==> config.mk <==
export PLATFORM = sky130hd
export DESIGN_NAME = banked_regfile
export DESIGN_NICKNAME = d
export VERILOG_FILES = /design/src/rtl/bregs_pkg.sv /design/src/rtl/bregs_bank_map.sv /design/src/rtl/bregs_psr.sv /design/src/rtl/banked_regfile.sv
export SDC_FILE = /design/constraint.sdc
export NUM_CORES = 2
export LEC_CHECK = 0
export ABC_AREA = 1
export BUFFER_PORTS_ARGS = -buffer_cell sky130_fd_sc_hd__buf_2
export CORE_MARGIN = 2
export CORE_UTILIZATION = 48
export CTS_CLUSTER_DIAMETER = 60
export CTS_CLUSTER_SIZE = 12
export DETAILED_ROUTE_END_ITERATION = 10
export PLACE_DENSITY_LB_ADDON = 0.15
export SYNTH_ARGS = -nofsm -noshare
export SYNTH_HDL_FRONTEND = slang
export SYNTH_HIERARCHICAL = 1
export SYNTH_SLANG_ARGS = --single-unit
==> constraint.sdc <==
create_clock -name clk -period 4.4 [get_ports clk]
set_input_delay 1.1 -clock clk [delete_from_list [all_inputs] [get_ports clk]]
set_output_delay 1.1 -clock clk [all_outputs]
set_load 0.005 [all_outputs]
==> src/rtl/bregs_pkg.sv <==
`timescale 1ns/1ps
package bregs_pkg;

    localparam int MODE_W = 5;
    localparam int IDX_W  = 4;

    localparam logic [MODE_W-1:0] MODE_USR = 5'b10000;
    localparam logic [MODE_W-1:0] MODE_FIQ = 5'b10001;
    localparam logic [MODE_W-1:0] MODE_IRQ = 5'b10010;
    localparam logic [MODE_W-1:0] MODE_SVC = 5'b10011;
    localparam logic [MODE_W-1:0] MODE_ABT = 5'b10111;
    localparam logic [MODE_W-1:0] MODE_UND = 5'b11011;

    localparam int BIT_I = 7;
    localparam int BIT_F = 6;

    // bank numbering decides where each mode's sp/lr pair sits
    typedef enum logic [2:0] {
        BK_USR = 3'd0,
        BK_FIQ = 3'd1,
        BK_IRQ = 3'd2,
        BK_SVC = 3'd3,
        BK_ABT = 3'd4,
        BK_UND = 3'd5
    } bank_e;

    localparam int NBANKS      = 6;
    localparam int SHARED_LO   = 8;                   // r0..r7
    localparam int MID_N       = 5;                   // r8..r12
    localparam int USR_MID     = SHARED_LO;           // user copies of r8..r12
    localparam int FIQ_MID     = USR_MID + MID_N;     // fast copies of r8..r12
    localparam int PAIR_BASE   = FIQ_MID + MID_N;     // sp/lr pairs, two per bank
    localparam int PC_SLOT     = PAIR_BASE + 2 * NBANKS;
    localparam int PHYS_N      = PC_SLOT + 1;
    localparam int PHYS_W      = $clog2(PHYS_N);

    function automatic bank_e mode_to_bank(input logic [MODE_W-1:0] m);
        case (m)
            MODE_FIQ: return BK_FIQ;
            MODE_IRQ: return BK_IRQ;
            MODE_SVC: return BK_SVC;
            MODE_ABT: return BK_ABT;
            MODE_UND: return BK_UND;
            default:  return BK_USR;
        endcase
    endfunction

endpackage

==> src/rtl/bregs_bank_map.sv <==
`timescale 1ns/1ps
module bregs_bank_map
    import bregs_pkg::*;
(
    input  logic [IDX_W-1:0]  idx,
    input  bank_e             bank,
    output logic [PHYS_W-1:0] phys
);

    logic [PHYS_W-1:0] idx_w;
    logic [PHYS_W-1:0] mid_off;
    logic [PHYS_W-1:0] pair_off;

    always_comb begin
        idx_w    = PHYS_W'(idx);
        mid_off  = idx_w - PHYS_W'(SHARED_LO);
        pair_off = PHYS_W'(int'(bank) * 2) + idx_w - PHYS_W'(13);
        if (idx_w < PHYS_W'(SHARED_LO)) begin
            phys = idx_w;
        end else if (idx_w < PHYS_W'(SHARED_LO + MID_N)) begin
            phys = (bank == BK_FIQ) ? PHYS_W'(FIQ_MID) + mid_off
                                    : PHYS_W'(USR_MID) + mid_off;
        end else if (idx_w < PHYS_W'(15)) begin
            phys = PHYS_W'(PAIR_BASE) + pair_off;
        end else begin
            phys = PHYS_W'(PC_SLOT);
        end
    end

endmodule

==> src/rtl/bregs_psr.sv <==
`timescale 1ns/1ps
module bregs_psr
    import bregs_pkg::*;
#(
    parameter int DATA_W = 32
)(
    input  logic                clk,
    input  logic                rst_n,
    input  logic                psr_wr_en,
    input  logic [DATA_W-1:0]   psr_wr_data,
    input  logic                saved_wr_en,
    input  logic [DATA_W-1:0]   saved_wr_data,
    input  logic                exc_enter,
    input  logic [MODE_W-1:0]   exc_mode,
    input  logic                exc_return,
    output logic [DATA_W-1:0]   psr_o,
    output logic [DATA_W-1:0]   saved_o,
    output bank_e               cur_bank_o
);

    localparam logic [DATA_W-1:0] PSR_RST = DATA_W'({2'b11, 1'b0, MODE_SVC});

    typedef struct packed {
        logic [DATA_W-1:0]             cur;
        logic [NBANKS-1:0][DATA_W-1:0] saved;
    } psr_state_t;

    psr_state_t state_d, state_q;
    bank_e      tgt_bank, cur_bank;
    logic       enter_ok;

    always_comb begin
        state_d  = state_q;
        tgt_bank = mode_to_bank(exc_mode);
        cur_bank = mode_to_bank(state_q.cur[MODE_W-1:0]);
        enter_ok = exc_enter && (tgt_bank != BK_USR);
        if (enter_ok) begin
            state_d.saved[tgt_bank]     = state_q.cur;
            state_d.cur[MODE_W-1:0]     = exc_mode;
            state_d.cur[BIT_I]          = 1'b1;
            if (tgt_bank == BK_FIQ) begin
                state_d.cur[BIT_F]      = 1'b1;
            end
        end else if (exc_return && (cur_bank != BK_USR)) begin
            state_d.cur = state_q.saved[cur_bank];
        end else begin
            if (psr_wr_en) begin
                state_d.cur = psr_wr_data;
            end
            if (saved_wr_en && (cur_bank != BK_USR)) begin
                state_d.saved[cur_bank] = saved_wr_data;
            end
        end
    end

    always_ff @(posedge clk) begin
        if (!rst_n) begin
            state_q.cur   <= PSR_RST;
            state_q.saved <= '0;
        end else begin
            state_q <= state_d;
        end
    end

    assign psr_o      = state_q.cur;
    assign cur_bank_o = cur_bank;
    assign saved_o    = (cur_bank == BK_USR) ? '0 : state_q.saved[cur_bank];

    a_r7_enter_sets_mode: assert property (@(posedge clk) disable iff (!rst_n)
        enter_ok |=> (psr_o[MODE_W-1:0] == $past(exc_mode)) && psr_o[BIT_I]);

    a_r7_enter_saves_word: assert property (@(posedge clk) disable iff (!rst_n)
        enter_ok |=> state_q.saved[$past(tgt_bank)] == $past(psr_o));

    a_r8_return_restores: assert property (@(posedge clk) disable iff (!rst_n)
        (exc_return && !enter_ok && (cur_bank != BK_USR)) |=> psr_o == $past(saved_o));

    a_r10_user_saved_zero: assert property (@(posedge clk) disable iff (!rst_n)
        (cur_bank == BK_USR) |-> (saved_o == '0));

endmodule

==> src/rtl/banked_regfile.sv <==
`timescale 1ns/1ps
module banked_regfile
    import bregs_pkg::*;
#(
    parameter int DATA_W = 32
)(
    input  logic              clk,
    input  logic              rst_n,
    input  logic [3:0]        rd_a_idx,
    output logic [DATA_W-1:0] rd_a_data,
    input  logic [3:0]        rd_b_idx,
    output logic [DATA_W-1:0] rd_b_data,
    input  logic              wr_en,
    input  logic [3:0]        wr_idx,
    input  logic [DATA_W-1:0] wr_data,
    input  logic              psr_wr_en,
    input  logic [DATA_W-1:0] psr_wr_data,
    output logic [DATA_W-1:0] psr_rd_data,
    input  logic              saved_wr_en,
    input  logic [DATA_W-1:0] saved_wr_data,
    output logic [DATA_W-1:0] saved_rd_data,
    input  logic              exc_enter,
    input  logic [4:0]        exc_mode,
    input  logic              exc_return,
    input  logic              irq_req,
    input  logic              fiq_req,
    output logic              irq_pending,
    output logic              fiq_pending
);

    localparam int NPORTS = 3;   // read A, read B, write

    typedef struct packed {
        logic [PHYS_N-1:0][DATA_W-1:0] regs;
    } rf_state_t;

    rf_state_t         rf_d, rf_q;
    bank_e             cur_bank;
    logic [IDX_W-1:0]  port_idx  [NPORTS];
    logic [PHYS_W-1:0] port_phys [NPORTS];

    bregs_psr #(.DATA_W(DATA_W)) u_psr (
        .clk           (clk),
        .rst_n         (rst_n),
        .psr_wr_en     (psr_wr_en),
        .psr_wr_data   (psr_wr_data),
        .saved_wr_en   (saved_wr_en),
        .saved_wr_data (saved_wr_data),
        .exc_enter     (exc_enter),
        .exc_mode      (exc_mode),
        .exc_return    (exc_return),
        .psr_o         (psr_rd_data),
        .saved_o       (saved_rd_data),
        .cur_bank_o    (cur_bank)
    );

    assign port_idx[0] = rd_a_idx;
    assign port_idx[1] = rd_b_idx;
    assign port_idx[2] = wr_idx;

    for (genvar p = 0; p < NPORTS; p++) begin : g_map
        bregs_bank_map u_map (
            .idx  (port_idx[p]),
            .bank (cur_bank),
            .phys (port_phys[p])
        );
    end

    always_comb begin
        rf_d = rf_q;
        if (wr_en) begin
            rf_d.regs[port_phys[2]] = wr_data;
        end
    end

    always_ff @(posedge clk) begin
        if (!rst_n) begin
            rf_q <= '0;
        end else begin
            rf_q <= rf_d;
        end
    end

    assign rd_a_data   = rf_q.regs[port_phys[0]];
    assign rd_b_data   = rf_q.regs[port_phys[1]];
    assign irq_pending = irq_req & ~psr_rd_data[BIT_I];
    assign fiq_pending = fiq_req & ~psr_rd_data[BIT_F];

    a_r6_write_lands: assert property (@(posedge clk) disable iff (!rst_n)
        wr_en |=> rf_q.regs[$past(port_phys[2])] == $past(wr_data));

    a_r11_irq_masked: assert property (@(posedge clk) disable iff (!rst_n)
        psr_rd_data[BIT_I] |-> !irq_pending);

    a_r11_fiq_masked: assert property (@(posedge clk) disable iff (!rst_n)
        psr_rd_data[BIT_F] |-> !fiq_pending);

endmodule

==> key figures <==
Placed design
  – Port Buffers: around 250
  – Post-DP HPWL: 183 mm
  – GPL Wtd Cong: 0.949

GRT
  – First-pass GRT wire length: 444 mm
  – Vias in the first global route: 72500
  – Total gr overflow: 0
  – Largest net degree at the start of global routing: about 140
  – Antenna violations before repair: 17
  – Gr usage total: roughly 39%

Yosys
  – Sequential cell area fraction in the yosys report: around 36%
  – Post-synth EDFFs: 0
  – Synth unique cells: 34
  – Post-synth ARST share: 0%
  – Ys Warns: 6
  – Xor and xnor area share after synthesis: 0.0387%
  – Mux cell area share after synthesis: 0%
  – Synth Area in Simple Gates: a little over a third
  – Avg Inst Size Synth: 6.11 um^2
  – Flops & latches, synth: 1216
  – Syn Inst Count: 11100
  – Post-Synth Adder-Cell Area: less than 1%
  – Largest family of logic cells by synthesized area: simple AND/OR/NAND/NOR gates
  – Synth Flop Type: dfxtp_1
  – Synthesized area: a little under 70000 um^2
  – Complex-gate fraction of the synthesized area: approximately 15%
  – Syn Nets: 11200

Cells and area
  – Layout cells sized above 1: roughly 16%
  – Fillers: 12900
  – Commonest cells after routing, fill and taps aside: nand2_1 (2402), nand3_1 (1420), o21ai_0 (1236)
  – Area added between synthesis and finish: 26.1%
  – Most common cell after layout, fill and taps aside: nand2_1
  – Final Net Count: about 11000

Floorplan
  – Die area: 144000 um^2
  – Area of the core: 140000 um^2
  – Die span in x: 380 um
  – Ports: 252
  – Die extent in y: between 300 and 400 um
  – Initial Util: about half
  – Row count: 137

Critical path
  – Critical Path End Type: output pin
  – CP Max Fanout: 5
  – Critical path data required time: between 3 and 4 ns
  – CP startpoint kind: flip-flop
  – Worst EP arrival: 3.98 ns
  – WS Path Type: flip-flop to output pin

Route
  – Vias: ~80000
  – Wire per inst: about 23 um
  – First-pass DRT Iterations: 7
  – DRC violations left: 0
  – ANT nets after route: 0
  – Wirelength, routed: 304 mm
  – Vias per inst: 6.00
  – Iter 0 DRT Violations: approximately 12000

Timing
  – Final slew viol count: 0
  – Hold Violations, Final: 0
  – Setup violations, final: 64
  – Setup ws final: -0.683 ns
  – Final setup TNS: -38.59 ns
  – Worst hold slack: between 0.4 and 0.5 ns
  – Max_slew headroom: 46.9%
  – Final Skew: 0.0355 ns
  – Max Freq: just under 0.2 GHz
  – Actual slew at the worst max-slew pin: 0.796 ns
  – Period Utilization, post-route: 116%
  – Min Tclk post-route: 5.08 ns
  – RSZ-0062 raised after global routing: true

Pwr
  – Sequential power share: 29.0%
  – Cell Pwr Density: roughly 470 nW/um^2
  – Gate power share: 42.7%
  – Switching Power: 15.7 mW
  – Clock power share: 28.3%
  – Internal Power: 24.7 mW
  – LEAKAGE: 38.2 nW
  – Switching share of power: 39.0%
  – Worst vdd ir: 0.000333 V

Clocking
  – CTS max path bufs: 3
  – H-tree depth: 4
  – CTS tree: yes
  – Sink Count: 1216
  – CTS root buf: clkbuf_16
  – Total CTS buffers: between 100 and 150
  – Worst skew pair latency: around 0.8 ns
  – Reg clk slew, reported paths: 0.06 ns

Worst hold path
  – Type of the worst min-delay path: flip-flop to flip-flop

Run status
  – Status: complete, but fails checks
  – Failing checks: setup timing

Run
  – Maxcap violations: 0
synth_stat cells (9+ instances only):
master | n | share of area (%)
a21oi_1 | 781 | 5.8
buf_1 | 114 | 0.63
buf_2 | 268 | 2.0
buf_4 | 40 | 0.44
clkbuf_1 | 546 | 3.0
dfxtp_1 | 1216 | 36
ha_1 | 24 | 0.44
inv_1 | 1134 | 6.3
inv_2 | 35 | 0.19
nand2_1 | 2597 | 14
nand2_2 | 9 | 0.083
nand3_1 | 1695 | 13
nand4_1 | 242 | 2.2
nor2_1 | 1056 | 5.8
nor2_2 | 9 | 0.083
nor2_4 | 9 | 0.15
o211ai_1 | 17 | 0.19
o21ai_0 | 1237 | 9.1
o21ai_1 | 22 | 0.16
repair_timing:
action	in CTS	in global routing
resized for setup	578	350
hold buffers	0	0
endpoints found under the setup margin	71	65
cloned	44	33
pin swaps	228	211
setup buffers	71	42
registers in the layout, summed over array words and instances, names as in the netlist:
signal,count
u_psr/state_q,192
rf_q,992
u_psr/psr_o,32
metrics by stage:
stage                     utilization (%)  instances  setup WS, ns  total power [mW]  area, um^2
after detailed placement             53.4      12800        -0.659              25.2       74700
final                                61.2      13200        -0.683              40.4       85500
after global placement               53.4      12800        -0.696              25.1       74700
after CTS                            59.5      13200        -0.787              38.7       83200
after global routing                 61.1      13200        -0.778              41.7       85500
after floorplan                         -      11100       0.00603              19.2       67900
cell families after synthesis:
| logic type | after synthesis |
|---|---|
| simple gates | 5639 |
| buf+inv | 2146 |
| compound gates | 2063 |
| flops | 1216 |
| fa+ha+maj | 27 |
| xor+xnor | 3 |
power groups by stage:
stage	clock, mW	combinational, mW	sequential (mW)
6_report	11.5	17.2	11.7
5_1_grt	11.9	18.0	11.8
4_1_cts	11.5	15.5	11.7
3_5_place_dp	0	13.3	11.9
3_3_place_gp	0	13.2	11.9
2_1_floorplan	0	7.29	11.9
critical path, cell delays in order, from the launching register on:
cell and delay, ns:
dfxtp_2 0.35, nand2_4 0.07, nor2_4 0.11, nand2_4 0.08, nand2_8 0.11, ha_4 0.21
ha_4 0.16, inv_2 0.04, fa_1 0.41, a21oi_2 0.16, o21ai_2 0.08, nand2_4 0.15
buf_12 0.18, buf_16 0.17, buf_12 0.16, clkbuf_16 0.16, nand4_1 0.08, nand3_1 0.10
nand3_1 0.10, nand2_2 0.15, buf_6 0.13
cell type report:
type                    instances  area, um^2  area share [%]
repair buffers               1008       12300            14.4
clock inverters                41         488           0.570
clock buffers                 168        3790            4.43
well taps                    1876        2350            2.74
repair inverters                4        52.6          0.0614
multi-input cells            7732       37600            44.0
flip-flops and latches       1216       24400            28.5
inverters                    1172        4540            5.31
diodes                         14        35.0          0.0410
final timing paths:
kind | from | end | slack, ns | cells past startpoint
max | u_psr/psr_o[4] | rd_a_data[8] | -0.68 | 20
min | u_psr/state_q[31] | u_psr/state_q[31] | 0.42 | 2
max reg2reg | u_psr/psr_o[3] | rf_q[146] | 0.28 | 23
min reg2reg | u_psr/state_q[31] | u_psr/state_q[31] | 0.42 | 2
layer usage:
layer	vias to the layer above	GRT usage, %	share of wire, %
li1	36100	-	-
met1	36500	50.8	38
met2	5509	58.4	42
met3	1274	10.7	14
met4	10	23.7	6.8
met5	-	0	0.019
Note: power is estimated with default switching activity, not from simulation.
